$ cat src/rtl/tmr_stat_pkg.sv
package tmr_stat_pkg;
  localparam int unsigned STAT_W  = 8;
  localparam int unsigned BIT_DIR = 7;
  localparam int unsigned BIT_RSV = 6;
  localparam int unsigned BIT_UNF = 5;
  localparam int unsigned BIT_OVF = 4;
  localparam logic [STAT_W-1:0] STAT_RST = 8'hC0;

  typedef struct packed {
    logic dir_up;
    logic unf;
    logic ovf;
  } stat_t;

  function automatic logic [STAT_W-1:0] pack_stat(input stat_t s);
    logic [STAT_W-1:0] b;
    b          = '0;
    b[BIT_DIR] = s.dir_up;
    b[BIT_RSV] = 1'b1;
    b[BIT_UNF] = s.unf;
    b[BIT_OVF] = s.ovf;
    return b;
  endfunction
endpackage

$ cat src/rtl/tmr_updown_cnt.sv
module tmr_updown_cnt #(
  parameter int unsigned CNT_W    = 16,
  parameter bit          PHASE_EN = 1'b1
) (
  input  logic             clk,
  input  logic             rst,
  input  logic             cnt_en,
  input  logic             dir_up,
  output logic [CNT_W-1:0] count,
  output logic             dir_q,
  output logic             ovf_ev,
  output logic             unf_ev
);
  localparam logic [CNT_W-1:0] CNT_MAX = {CNT_W{1'b1}};
  localparam logic [CNT_W-1:0] CNT_ONE = {{(CNT_W-1){1'b0}}, 1'b1};

  logic up_eff;
  logic [CNT_W-1:0] cnt_q;

  generate
    if (PHASE_EN) begin : g_dir
      assign up_eff = dir_up;
    end else begin : g_fixed_up
      assign up_eff = 1'b1;
    end
  endgenerate

  assign ovf_ev = cnt_en &  up_eff & (cnt_q == CNT_MAX);
  assign unf_ev = cnt_en & ~up_eff & (cnt_q == '0);

  always_ff @(posedge clk) begin
    if (rst) begin
      cnt_q <= '0;
      dir_q <= 1'b1;
    end else begin
      dir_q <= up_eff;
      if (cnt_en) begin
        if (up_eff) cnt_q <= cnt_q + CNT_ONE;
        else        cnt_q <= cnt_q - CNT_ONE;
      end
    end
  end

  assign count = cnt_q;

  p_step_up_r2: assert property (@(posedge clk) disable iff (rst)
    (cnt_en && up_eff) |=> (cnt_q == $past(cnt_q) + CNT_ONE));
  p_step_dn_r2: assert property (@(posedge clk) disable iff (rst)
    (cnt_en && !up_eff) |=> (cnt_q == $past(cnt_q) - CNT_ONE));
  p_hold_r2: assert property (@(posedge clk) disable iff (rst)
    !cnt_en |=> $stable(cnt_q));
  p_ovf_wrap_r3: assert property (@(posedge clk) disable iff (rst)
    ovf_ev |=> (cnt_q == '0));
  p_unf_wrap_r4: assert property (@(posedge clk) disable iff (rst)
    unf_ev |=> (cnt_q == CNT_MAX));
endmodule

$ cat src/rtl/tmr_sticky_flag.sv
module tmr_sticky_flag (
  input  logic clk,
  input  logic rst,
  input  logic set_ev,
  input  logic rd_en,
  input  logic wr_en,
  input  logic wr_bit,
  output logic flag
);
  logic flag_q;
  logic arm_q;
  logic clr;

  assign clr = wr_en & ~wr_bit & arm_q;

  always_ff @(posedge clk) begin
    if (rst) begin
      flag_q <= 1'b0;
      arm_q  <= 1'b0;
    end else begin
      if (set_ev)   flag_q <= 1'b1;
      else if (clr) flag_q <= 1'b0;
      if (rd_en && flag_q) arm_q <= 1'b1;
      else if (wr_en)      arm_q <= 1'b0;
    end
  end

  assign flag = flag_q;

  p_set_wins_r9: assert property (@(posedge clk) disable iff (rst)
    set_ev |=> flag_q);
  p_unarmed_keep_r7: assert property (@(posedge clk) disable iff (rst)
    (flag_q && !arm_q) |=> flag_q);
  p_wr_one_keep_r7: assert property (@(posedge clk) disable iff (rst)
    (flag_q && wr_en && wr_bit) |=> flag_q);
  p_clear_r6: assert property (@(posedge clk) disable iff (rst)
    (arm_q && wr_en && !wr_bit && !set_ev) |=> !flag_q);
  p_disarm_r8: assert property (@(posedge clk) disable iff (rst)
    (wr_en && !rd_en) |=> !arm_q);
endmodule

$ cat src/rtl/tmr_stat_rdport.sv
module tmr_stat_rdport
  import tmr_stat_pkg::*;
(
  input  logic              clk,
  input  logic              rst,
  input  logic              rd_en,
  input  stat_t             stat,
  output logic [STAT_W-1:0] rd_data,
  output logic              rd_vld
);
  always_ff @(posedge clk) begin
    if (rst) begin
      rd_data <= STAT_RST;
      rd_vld  <= 1'b0;
    end else begin
      rd_vld <= rd_en;
      if (rd_en) rd_data <= pack_stat(stat);
    end
  end

  p_fixed_bits_r5: assert property (@(posedge clk) disable iff (rst)
    rd_vld |-> (rd_data[BIT_RSV] && rd_data[3:0] == 4'h0));
  p_vld_follows_r11: assert property (@(posedge clk) disable iff (rst)
    rd_en |=> rd_vld);
  p_data_hold_r11: assert property (@(posedge clk) disable iff (rst)
    !rd_en |=> $stable(rd_data));
endmodule

$ cat src/rtl/tmr_stat_chan.sv
module tmr_stat_chan
  import tmr_stat_pkg::*;
#(
  parameter int unsigned CNT_W    = 16,
  parameter bit          PHASE_EN = 1'b1
) (
  input  logic             clk,
  input  logic             rst,
  input  logic             cnt_en,
  input  logic             dir_up,
  input  logic             rd_en,
  input  logic             wr_en,
  input  logic [7:0]       wr_data,
  output logic [7:0]       rd_data,
  output logic             rd_vld,
  output logic [CNT_W-1:0] count
);
  logic  dir_q, ovf_ev, unf_ev;
  logic  ovf_flag, unf_flag;
  stat_t stat;

  tmr_updown_cnt #(.CNT_W(CNT_W), .PHASE_EN(PHASE_EN)) u_cnt (
    .clk(clk), .rst(rst), .cnt_en(cnt_en), .dir_up(dir_up),
    .count(count), .dir_q(dir_q), .ovf_ev(ovf_ev), .unf_ev(unf_ev)
  );

  tmr_sticky_flag u_ovf (
    .clk(clk), .rst(rst), .set_ev(ovf_ev), .rd_en(rd_en),
    .wr_en(wr_en), .wr_bit(wr_data[BIT_OVF]), .flag(ovf_flag)
  );

  generate
    if (PHASE_EN) begin : g_unf
      tmr_sticky_flag u_unf (
        .clk(clk), .rst(rst), .set_ev(unf_ev), .rd_en(rd_en),
        .wr_en(wr_en), .wr_bit(wr_data[BIT_UNF]), .flag(unf_flag)
      );
      assign stat.dir_up = dir_q;
      assign stat.unf    = unf_flag;
    end else begin : g_no_unf
      assign unf_flag    = 1'b0;
      assign stat.dir_up = 1'b1;
      assign stat.unf    = 1'b0;
    end
  endgenerate

  assign stat.ovf = ovf_flag;

  tmr_stat_rdport u_rd (
    .clk(clk), .rst(rst), .rd_en(rd_en), .stat(stat),
    .rd_data(rd_data), .rd_vld(rd_vld)
  );

  p_np_fixed_r10: assert property (@(posedge clk) disable iff (rst)
    (!PHASE_EN && rd_vld) |-> (rd_data[BIT_DIR] && !rd_data[BIT_UNF]));
  p_ovf_sets_r3: assert property (@(posedge clk) disable iff (rst)
    ovf_ev |=> ovf_flag);
  p_unf_sets_r4: assert property (@(posedge clk) disable iff (rst)
    (PHASE_EN && unf_ev) |=> unf_flag);
endmodule

$ cat config.mk
export PLATFORM = sky130hd
export DESIGN_NAME = tmr_stat_chan
export DESIGN_NICKNAME = d
export VERILOG_FILES = /design/src/rtl/tmr_stat_pkg.sv /design/src/rtl/tmr_updown_cnt.sv /design/src/rtl/tmr_sticky_flag.sv /design/src/rtl/tmr_stat_rdport.sv /design/src/rtl/tmr_stat_chan.sv
export SDC_FILE = /design/constraint.sdc
export NUM_CORES = 1
export LEC_CHECK = 0
export ABC_AREA = 1
export BUFFER_PORTS_ARGS = -buffer_cell sky130_fd_sc_hd__buf_2
export CAP_MARGIN = 10
export CORE_AREA = 4 4 64 95
export CTS_CLUSTER_DIAMETER = 30
export DETAILED_ROUTE_END_ITERATION = 6
export DIE_AREA = 0 0 68 99
export PLACE_DENSITY = 0.6
export SLEW_MARGIN = 20
export SYNTH_ARGS = -nofsm -noshare
export SYNTH_HDL_FRONTEND = slang
export SYNTH_HIERARCHICAL = 1
export SYNTH_SLANG_ARGS = --single-unit
$ cat constraint.sdc
create_clock -name clk -period 5.1 [get_ports clk]
set_clock_uncertainty 0.15 [all_clocks]
set_input_delay 1.275 -clock clk [delete_from_list [all_inputs] [get_ports clk]]
set_output_delay 1.275 -clock clk [all_outputs]
set_load 0.05 [all_outputs]
# == Word-level counts from Yosys, hierarchy flattened ==
# Index checks and enable logic that the tools add are counted.
# word_totals
regBits,25
inputBits,14
output_inout_bits,25
word_cells,37
# classes
addsub,2
eq_ne,1
n_mux,8
bitwise_logic,11
n_reduce_logical,7
# ops
operator,count
"16-bit by 1-bit adder with 16-bit output, second input constant",1
"16-bit == test, second input constant",1
16-bit zero test,1
16-bit two-way mux,1
"16-bit by 1-bit subtractor with 16-bit output, second input constant",1
1-bit AND,8
2-bit nonzero test,4
1-bit two-way mux,7
1-bit NOT,3
1-bit logical AND,2

# == Depth between registers and ports, before layout ==
# Gate-level depths: netlist of run 1.
# logic_depth
depth_word,5
ltp_mapped,12
depth_no_buf,12

# == Cells and area by module ==
# The synthesis of run 1 kept the hierarchy.
# by_module_without_submodules
mod,instances,cells_per_inst,area_per_inst_um2,seq_area_each_um2
tmr_updown_cnt,1,285,1695.4,340.3
tmr_stat_rdport,1,27,186.4,80.1
tmr_sticky_flag,2,11,81.3,40.0

# == Least setup slack after synthesis of run 1 ==
# No wires, ideal clock.
# synth_timing
path_type,input port to flip-flop
from,input dir_up
to,register u_cnt.cnt_q[13] (netlist: u_cnt/count[13])
setup_ps,109
arrival_ps,2630
required_time_ps,4841
setup_slack_ps,2211
stages,11
path_buffers,0
path_cell_list,inv_1 -> ha_1 -> or2_4 -> nand3b_1 -> nand2_2 -> nand2_1 -> nand2_1 -> nand2_1 -> nand3_1 -> nand2_1 -> inv_1
# synth_via
elab_chain_len,1
# synth_rtl
item,line_no,rtl
"start, declared",tmr_stat_chan.sv:10,"input logic dir_up,"
16-bit two-way mux,tmr_updown_cnt.sv:38,if (up_eff) cnt_q <= cnt_q + CNT_ONE;
"end signal, assigned",tmr_updown_cnt.sv:38,
"end signal, assigned",tmr_updown_cnt.sv:39,else cnt_q <= cnt_q - CNT_ONE;
"end, declared",tmr_updown_cnt.sv:18,logic [CNT_W-1:0] cnt_q;
# Every way passes these cells.
# A chain may end at the register's enable or synchronous reset.

# == Worst setup path in the final report of run 1 ==
# Ends and elaborated chain as after synthesis.

==> impl_metrics.json, run 1 <==
{
  "wl_met2_um": 2620,
  "worstPathRequired_ps": 5130,
  "synthMuxAreaShare": 0,
  "fillers": 602,
  "synth_warnings": 6,
  "critPathKind": "primary input to register",
  "startpoint_type": "primary input",
  "dp.cells": 423,
  "syn-instance-count": 334,
  "met1_length_um": 2110,
  "route.detailed.drc": 0,
  "grt_antenna_before_repair": 0,
  "rsz0062_at_grt": "no",
  "cts-resized-gates": 0,
  "post-route-period-util": 0.612,
  "synthAdderAreaFrac": 0.0955,
  "post_dp_cell_area_um2": 2210,
  "drive_gt1_frac": 0.156,
  "hp-start": "u_cnt/dir_q",
  "p_leak_uw": 0.00132,
  "finalNonFillerCells": 427,
  "multi_input_area_um2": 1190,
  "hold_end": "u_rd/rd_data[7]",
  "maxSlewViolCount": 0,
  "vias_per_cell": 4.66,
  "cts_sinks": 25,
  "crit_top_cell": "nand2_1",
  "grt_overflow": 0,
  "cts_made_buffers": 3,
  "arrival_ps": 3150,
  "highest_layer": "met4",
  "synth_top_cell_by_area": "dfxtp_1",
  "final-setup-viol-count": 0,
  "critPathLaunch": "dir_up",
  "fmax_ghz": 0.320,
  "synth_compound_area_frac": 0.0894,
  "setup_tns_ps": 0,
  "r2r_start": "u_cnt/count[0]",
  "rrSetupSlack_ps": 3080,
  "vias": 1989,
  "clk_path_buf_depth": 2,
  "synth.area.top_cells": "dfxtp_1 24%, nand2_1 17%, inv_1 14%, ha_1 8.6%, nand3_1 6.6%",
  "end_kind": "register",
  "rows": 32,
  "grt_pass1_wl_um": 8050,
  "holdPathStages": 2,
  "h-tree-depth": 1,
  "worst_pin_slew_ps": 643,
  "postRouteWirelength_um": 4980,
  "synth_top_area_frac": 0.245,
  "gp_congestion": 0.830,
  "synth-edff-count": 0,
  "synthXorXnorAreaFrac": 0.0171,
  "clk_pin_slew_worst_paths_ps": 90,
  "vdd_drop_max_v": 0.000114,
  "insertion_delay_ps": 270,
  "cp_max_fo": 16,
  "route.met3.wl_um": 165,
  "synth_top_family_by_area": "simple AND/OR/NAND/NOR gates",
  "worst_path_largest_cell_delay_ps": 480,
  "synth_area_um2": 2040,
  "cts_hold_buf": 0,
  "grt_start_max_net_pins": 20,
  "grt_util_all_layers": 0.154,
  "finalCoreUtilization": 0.435,
  "min_path_type": "register to register",
  "fp.dieW_um": 68,
  "period_needed_ps": 3120,
  "cts_tree": "yes",
  "synth_ff_type": "dfxtp_1",
  "ys_types": 28,
  "initial_core_util": 0.393,
  "critPathSlowestCell": "inv_1",
  "design_area_um2": 2260,
  "syn_area_per_cell_um2": 6.12,
  "synthTopCellsByCount": "91 x nand2_1, 75 x inv_1, 27 x nand3_1, 25 x dfxtp_1",
  "post_cts_buffers": 0,
  "area_growth_syn_to_layout_pct": 10.7,
  "wl_per_cell_um": 11.7,
  "nets": 389,
  "drtIter0Drc": 75,
  "status": "finished, final reports clean",
  "p_per_area_nw_per_um2": 278,
  "r2r.worst_path.cells": 10,
  "hold_violations": 0,
  "synth-async-reset-ratio": 0,
  "dr.pass1.iters": 4,
  "grt_pass1_vias": 1826,
  "slew_headroom": 0.571,
  "register_area_um2": 500,
  "ys_ff_latch": 25,
  "diodes": 0,
  "cap_violations": 0,
  "clock-root-buffer": "clkbuf_8",
  "r2r-end": "u_cnt/count[12]",
  "io_buffers": 27,
  "yosysMostFrequentCell": "nand2_1",
  "core_area_um2": 5200,
  "ys_seq_area_frac": 0.245,
  "dpl.hpwl_um": 3940,
  "synth_simple_gate_area_frac": 0.373,
  "die_area_um2": 6730,
  "die_h_um": 99,
  "path_cells": "buf_2, inv_1, ha_1, or2_4, nand3b_1, nand2_2, nand2_1, nand2_1, nand2_1, nand3_1, nand2_1, inv_1",
  "postRouteAntennaNets": 0,
  "ioPinCount": 39
}
-- state kept, by name, summed over array words and instances (netlist names) --
register           flops
u_cnt/count           16
u_rd/rd_data           3
g_unf.u_unf/arm_q      1
g_unf.u_unf/flag       1
u_cnt/dir_q            1
u_ovf/arm_q            1
u_ovf/flag             1
u_rd/rd_vld            1
-- how the worst max path moves through the flow --
stage	to	slack, ps
after floorplan	u_cnt/count[13]	2210
after global placement	u_cnt/count[13]	1720
after detailed placement	u_cnt/count[13]	1700
after CTS	u_cnt/count[13]	2010
after global routing	u_cnt/count[14]	1830
final	u_cnt/count[13]	1980
-- report_power, final --
| group | switching [uW] | internal (uW) | total [uW] | leakage (uW) |
|---|---|---|---|---|
| Combinational | 197 | 81.7 | 278 | 0.00109 |
| Sequential | 15.3 | 211 | 226 | 0.000207 |
| Clock | 68.3 | 55.4 | 124 | 0.0000217 |
| Total | 280 | 348 | 628 | 0.00132 |
-- cell type report --
cell class                      instances  area share
Tap cell                               68      0.0376
Inverter                               80       0.133
Clock inverter                          1     0.00332
Sequential cell                        25       0.221
Timing Repair Buffer                   27      0.0597
Multi-Input combinational cell        223       0.527
Clock buffer                            3      0.0182
-- logic make-up after synthesis --
kind of cell	after synthesis
buffers and inverters	89
AO/OA/AOI/OAI	32
adder cells (fa/ha/maj)	15
other	2
AND/OR/NAND/NOR	167
XOR/XNOR	4
flip-flops	25
-- layout by cell type, fill, tap and decap left out, types with 3 or more instances in the layout --
master	count
ha_1	14
nand2_1	91
nor4_1	3
a21oi_2	4
inv_1	75
a21oi_1	20
nor2_1	20
dfxtp_1	25
nand4_1	8
conb_1	5
o211ai_1	3
nand3_1	27
nand2_2	9
o21ai_0	5
inv_2	5
buf_2	27
clkbuf_8	3
-- stage by stage --
stage | power, uW | hold WS (ps) | worst slack (ps)
finish | 628 | 297 | 1980
detailed placement | 509 | 284 | 1700
CTS | 641 | 309 | 2010
global route | 686 | 343 | 1830
global placement | 506 | 273 | 1720
floorplan | 453 | 269 | 2210
-- per-layer routing --
layer	up-vias	GRT usage
li1	1067	-
met1	877	0.177
met2	39	0.285
met3	6	0.0182
met4	0	0.0444
met5	-	0
-- worst max-delay path: cells and delay by family --
kind          cells  cell delay, ps
fa+ha+maj         1             390
buf+inv           3             650
simple gates      8             830
Note: power is estimated with default switching activity, not from simulation.
==> run 2: changes to the inputs <==
- clock period: 5.1 -> 3.25 ns (I/O delays scaled with it)
==> impl_metrics.json, run 2 (same netlist as run 1, synthesis figures left out) <==
{
  "core_area_um2": 5200,
  "timing.hold.ws_ps": 311,
  "cts_hold_buf": 0,
  "h-tree-depth": 1,
  "critPathLaunch": "dir_up",
  "area_growth_syn_to_layout_pct": 11.4,
  "post_dp_cell_area_um2": 2230,
  "nets": 391,
  "rsz0062_at_grt": "no",
  "min_path_type": "register to register",
  "route.detailed.drc": 0,
  "fp.dieW_um": 68,
  "grt_start_max_net_pins": 20,
  "diodes": 0,
  "dpl.hpwl_um": 3940,
  "drive_gt1_frac": 0.161,
  "grt_pass1_vias": 1948,
  "startpoint_type": "primary input",
  "arrival_ps": 2400,
  "grt_util_all_layers": 0.164,
  "power.internal_uw": 548,
  "multi_input_area_um2": 1190,
  "p_leak_uw": 0.00133,
  "die_area_um2": 6730,
  "power_frac_clock": 0.202,
  "maxSlewViolCount": 0,
  "vias_per_cell": 4.68,
  "fmax_ghz": 0.422,
  "wl_met2_um": 2620,
  "drtIter0Drc": 85,
  "cp_max_fo": 8,
  "final-setup-viol-count": 0,
  "seqPwrFrac": 0.359,
  "dr.pass1.iters": 4,
  "worst_path_largest_cell_delay_ps": 350,
  "grt_pass1_wl_um": 8590,
  "clk_pin_slew_worst_paths_ps": 100,
  "io_buffers": 27,
  "wl_per_cell_um": 11.5,
  "ioPinCount": 39,
  "vias": 2008,
  "critPathSlowestCell": "ha_1",
  "cap_violations": 0,
  "final_cell_mix": "91 x nand2_1, 75 x inv_1, 27 x nand3_1, 27 x buf_2, 25 x dfxtp_1",
  "hold_violations": 0,
  "design_area_um2": 2280,
  "initial_core_util": 0.393,
  "grt_antenna_before_repair": 0,
  "setup_tns_ps": 0,
  "rows": 32,
  "p_switching_uw": 444,
  "insertion_delay_ps": 280,
  "worstPathRequired_ps": 3280,
  "end_kind": "register",
  "cts_made_buffers": 3,
  "crit_top_cell": "nand2_1",
  "sw_frac_of_total": 0.448,
  "postRouteAntennaNets": 0,
  "gp_congestion": 0.833,
  "grt_overflow": 0,
  "p_per_area_nw_per_um2": 435,
  "layout_commonest_cell": "nand2_1",
  "post-route-period-util": 0.728,
  "fillers": 596,
  "postRouteWirelength_um": 4920,
  "status": "finished, final reports clean",
  "largest_reg_flops": 16,
  "met1_length_um": 2070,
  "r2r_start": "u_cnt/count[0]",
  "path_cells": "buf_2, inv_1, buf_4, ha_1, or2_4, nand3b_1, nand2_2, nand2_1, nand2_1, nand2_1, nand3_1, nand2_1, inv_1",
  "vdd_drop_max_v": 0.000196,
  "cts-resized-gates": 0,
  "clock-root-buffer": "clkbuf_8",
  "hp-start": "u_cnt/dir_q",
  "post_cts_buffers": 0,
  "die_h_um": 99,
  "clk_path_buf_depth": 2,
  "period_needed_ps": 2370,
  "cts_sinks": 25,
  "highest_layer": "met4",
  "power_frac_comb": 0.439,
  "register_area_um2": 500,
  "critPathKind": "primary input to register",
  "route.met3.wl_um": 160,
  "cts_tree": "yes"
}
## run 2: stage by stage
| step | worst slack, ps | total power (uW) | utilization | cells |
|---|---|---|---|---|
| floorplan | 824 | 711 | - | 337 |
| finish | 883 | 992 | 0.438 | 429 |
| CTS | 886 | 1010 | 0.438 | 429 |
| detailed placement | 580 | 800 | 0.428 | 425 |
| global placement | 579 | 795 | 0.428 | 425 |
| global route | 656 | 1080 | 0.438 | 429 |
## run 2: path summary, 6_finish.rpt
| path | cells after the start | endpoint | slack, ps |
|---|---|---|---|
| worst max-delay path | 13 | u_cnt/count[13] | 880 |
| worst min-delay path | 2 | u_rd/rd_data[7] | 310 |
| worst max register to register | 10 | u_cnt/count[12] | 1290 |
| worst min register to register | 2 | u_rd/rd_data[7] | 310 |
## run 2: power by group through the flow
| stage | sequential [uW] | combinational [uW] | clock, uW |
|---|---|---|---|
| 2_1_floorplan | 441 | 270 | 0 |
| 3_3_place_gp | 363 | 432 | 0 |
| 3_5_place_dp | 363 | 437 | 0 |
| 4_1_cts | 356 | 439 | 213 |
| 5_1_grt | 360 | 493 | 231 |
| 6_report | 356 | 436 | 200 |
## run 2: per-layer routing
layer,vias to the layer above,GRT usage
met5,-,0
met4,0,0.0597
met3,6,0.0194
met2,36,0.297
met1,891,0.188
li1,1075,-
## run 2: worst max-delay path, delay by kind of cell
| family | cells | cell delay, ps |
|---|---|---|
| buffers and inverters | 4 | 400 |
| AND/OR/NAND/NOR | 8 | 820 |
| adder cells (fa/ha/maj) | 1 | 350 |
## run 2: cell type report
class | count | area share
Clock buffer | 3 | 0.0181
Clock inverter | 1 | 0.00329
Tap cell | 68 | 0.0373
Inverter | 80 | 0.132
Timing Repair Buffer | 29 | 0.0659
Sequential cell | 25 | 0.220
Multi-Input combinational cell | 223 | 0.524
==> run 3: changes to the inputs <==
- clock period: 3.25 -> 2.46 ns (I/O delays scaled with it)
==> impl_metrics.json, run 3 (same netlist as run 1, synthesis figures left out) <==
{
  "fillers": 591,
  "vias": 1976,
  "cap_violations": 0,
  "grt_util_all_layers": 0.158,
  "startpoint_type": "primary input",
  "cts_made_buffers": 3,
  "diodes": 0,
  "grt_antenna_before_repair": 0,
  "final-setup-viol-count": 0,
  "critPathKind": "primary input to register",
  "maxSlewViolCount": 0,
  "post_dp_cell_area_um2": 2250,
  "clk_path_buf_depth": 2,
  "vias_per_cell": 4.57,
  "setup_tns_ps": 0,
  "die_area_um2": 6730,
  "cp-endpoint": "u_cnt/count[13]",
  "final_cell_mix": "91 x nand2_1, 75 x inv_1, 27 x nand3_1, 27 x buf_2, 25 x dfxtp_1",
  "drive_gt1_frac": 0.168,
  "dr.pass1.iters": 4,
  "min_path_type": "register to register",
  "fp.dieW_um": 68,
  "nets": 394,
  "arrival_ps": 2200,
  "r2r_start": "u_cnt/count[0]",
  "clk_pin_slew_worst_paths_ps": 100,
  "hold_violations": 0,
  "gp_congestion": 0.903,
  "ioPinCount": 39,
  "post-route-period-util": 0.877,
  "wl_per_cell_um": 11.3,
  "period_needed_ps": 2160,
  "cts_hold_buf": 0,
  "design_area_um2": 2300,
  "grt_pass1_vias": 1874,
  "p_leak_uw": 0.00134,
  "clock-root-buffer": "clkbuf_8",
  "grt_overflow": 0,
  "rows": 32,
  "status": "finished, final reports clean",
  "pre_cts_slack_ps": -9.69,
  "area_growth_syn_to_layout_pct": 12.5,
  "post_cts_buffers": 0,
  "critPathLaunch": "dir_up",
  "finalCoreUtilization": 0.442,
  "core_area_um2": 5200,
  "largest_reg_flops": 16,
  "grt_start_max_net_pins": 20,
  "rsz0062_at_grt": "no",
  "vdd_drop_max_v": 0.000247,
  "timing.hold.ws_ps": 298,
  "worstPathRequired_ps": 2500,
  "initial_core_util": 0.393,
  "dpl.hpwl_um": 3940,
  "r2r.worst_path.cells": 10,
  "r2r-end": "u_cnt/count[12]",
  "multi_input_area_um2": 1190,
  "cts_tree": "yes",
  "fmax_ghz": 0.464,
  "die_h_um": 99,
  "postRouteWirelength_um": 4870,
  "cts_sinks": 25,
  "cts-resized-gates": 0,
  "route.detailed.drc": 0,
  "drtIter0Drc": 78,
  "fin_ws_ps": 303,
  "postRouteAntennaNets": 0,
  "grt_pass1_wl_um": 8270,
  "rrSetupSlack_ps": 480,
  "cp_max_fo": 8,
  "end_kind": "register",
  "insertion_delay_ps": 280,
  "layout_commonest_cell": "nand2_1",
  "p_per_area_nw_per_um2": 572,
  "register_area_um2": 500,
  "io_buffers": 27,
  "h-tree-depth": 1
}
==> run 3: cell types whose count changed in the layout (fill, tap and decap cells not counted) <==
cell	before	now
buf_4	2	5
==> run 3: where the power goes <==
group	internal, uW	switching [uW]
Sequential	438	32.4
Combinational	176	404
Clock	115	152
Total	728	588
==> run 3: worst min path at each step <==
| stage | start | end | slack, ps | cells after the start |
|---|---|---|---|---|
| after detailed placement | u_cnt/dir_q | u_rd/rd_data[7] | 280 | 2 |
| after global routing | u_cnt/dir_q | u_rd/rd_data[7] | 330 | 2 |
| final | u_cnt/dir_q | u_rd/rd_data[7] | 300 | 2 |
| after global placement | u_cnt/dir_q | u_rd/rd_data[7] | 270 | 2 |
| after CTS | u_cnt/dir_q | u_rd/rd_data[7] | 300 | 2 |
| after floorplan | u_cnt/dir_q | u_rd/rd_data[7] | 270 | 2 |
==> run 3: routing by layer <==
layer	vias up	GRT usage	wire length, um
met3	4	0.0182	221
met4	0	0.0475	59
met2	48	0.285	2520
li1	1080	-	-
met1	844	0.188	2070
met5	-	0	0
==> run 3: critical path, stage by stage <==
cell,delay (ps)
buf_2,120
inv_1,90
buf_4,180
ha_1,380
nand2_2,160
inv_1,50
nand2_1,60
nand2_1,40
a21oi_1,200
nand2_1,80
nand2_1,60
nand3_1,60
nand2_1,70
inv_1,40
==> run 3: cell type report <==
type | instances | share of cell area
Clock buffer | 3 | 0.0179
Clock inverter | 1 | 0.00326
Inverter | 80 | 0.131
Multi-Input combinational cell | 223 | 0.519
Sequential cell | 25 | 0.218
Tap cell | 68 | 0.0370
Timing Repair Buffer | 32 | 0.0750
==> run 3: stage by stage <==
stage               total power, uW  instances
floorplan                       940        337
finish                         1320        432
global route                   1430        432
global placement               1060        428
CTS                            1330        432
detailed placement             1060        428
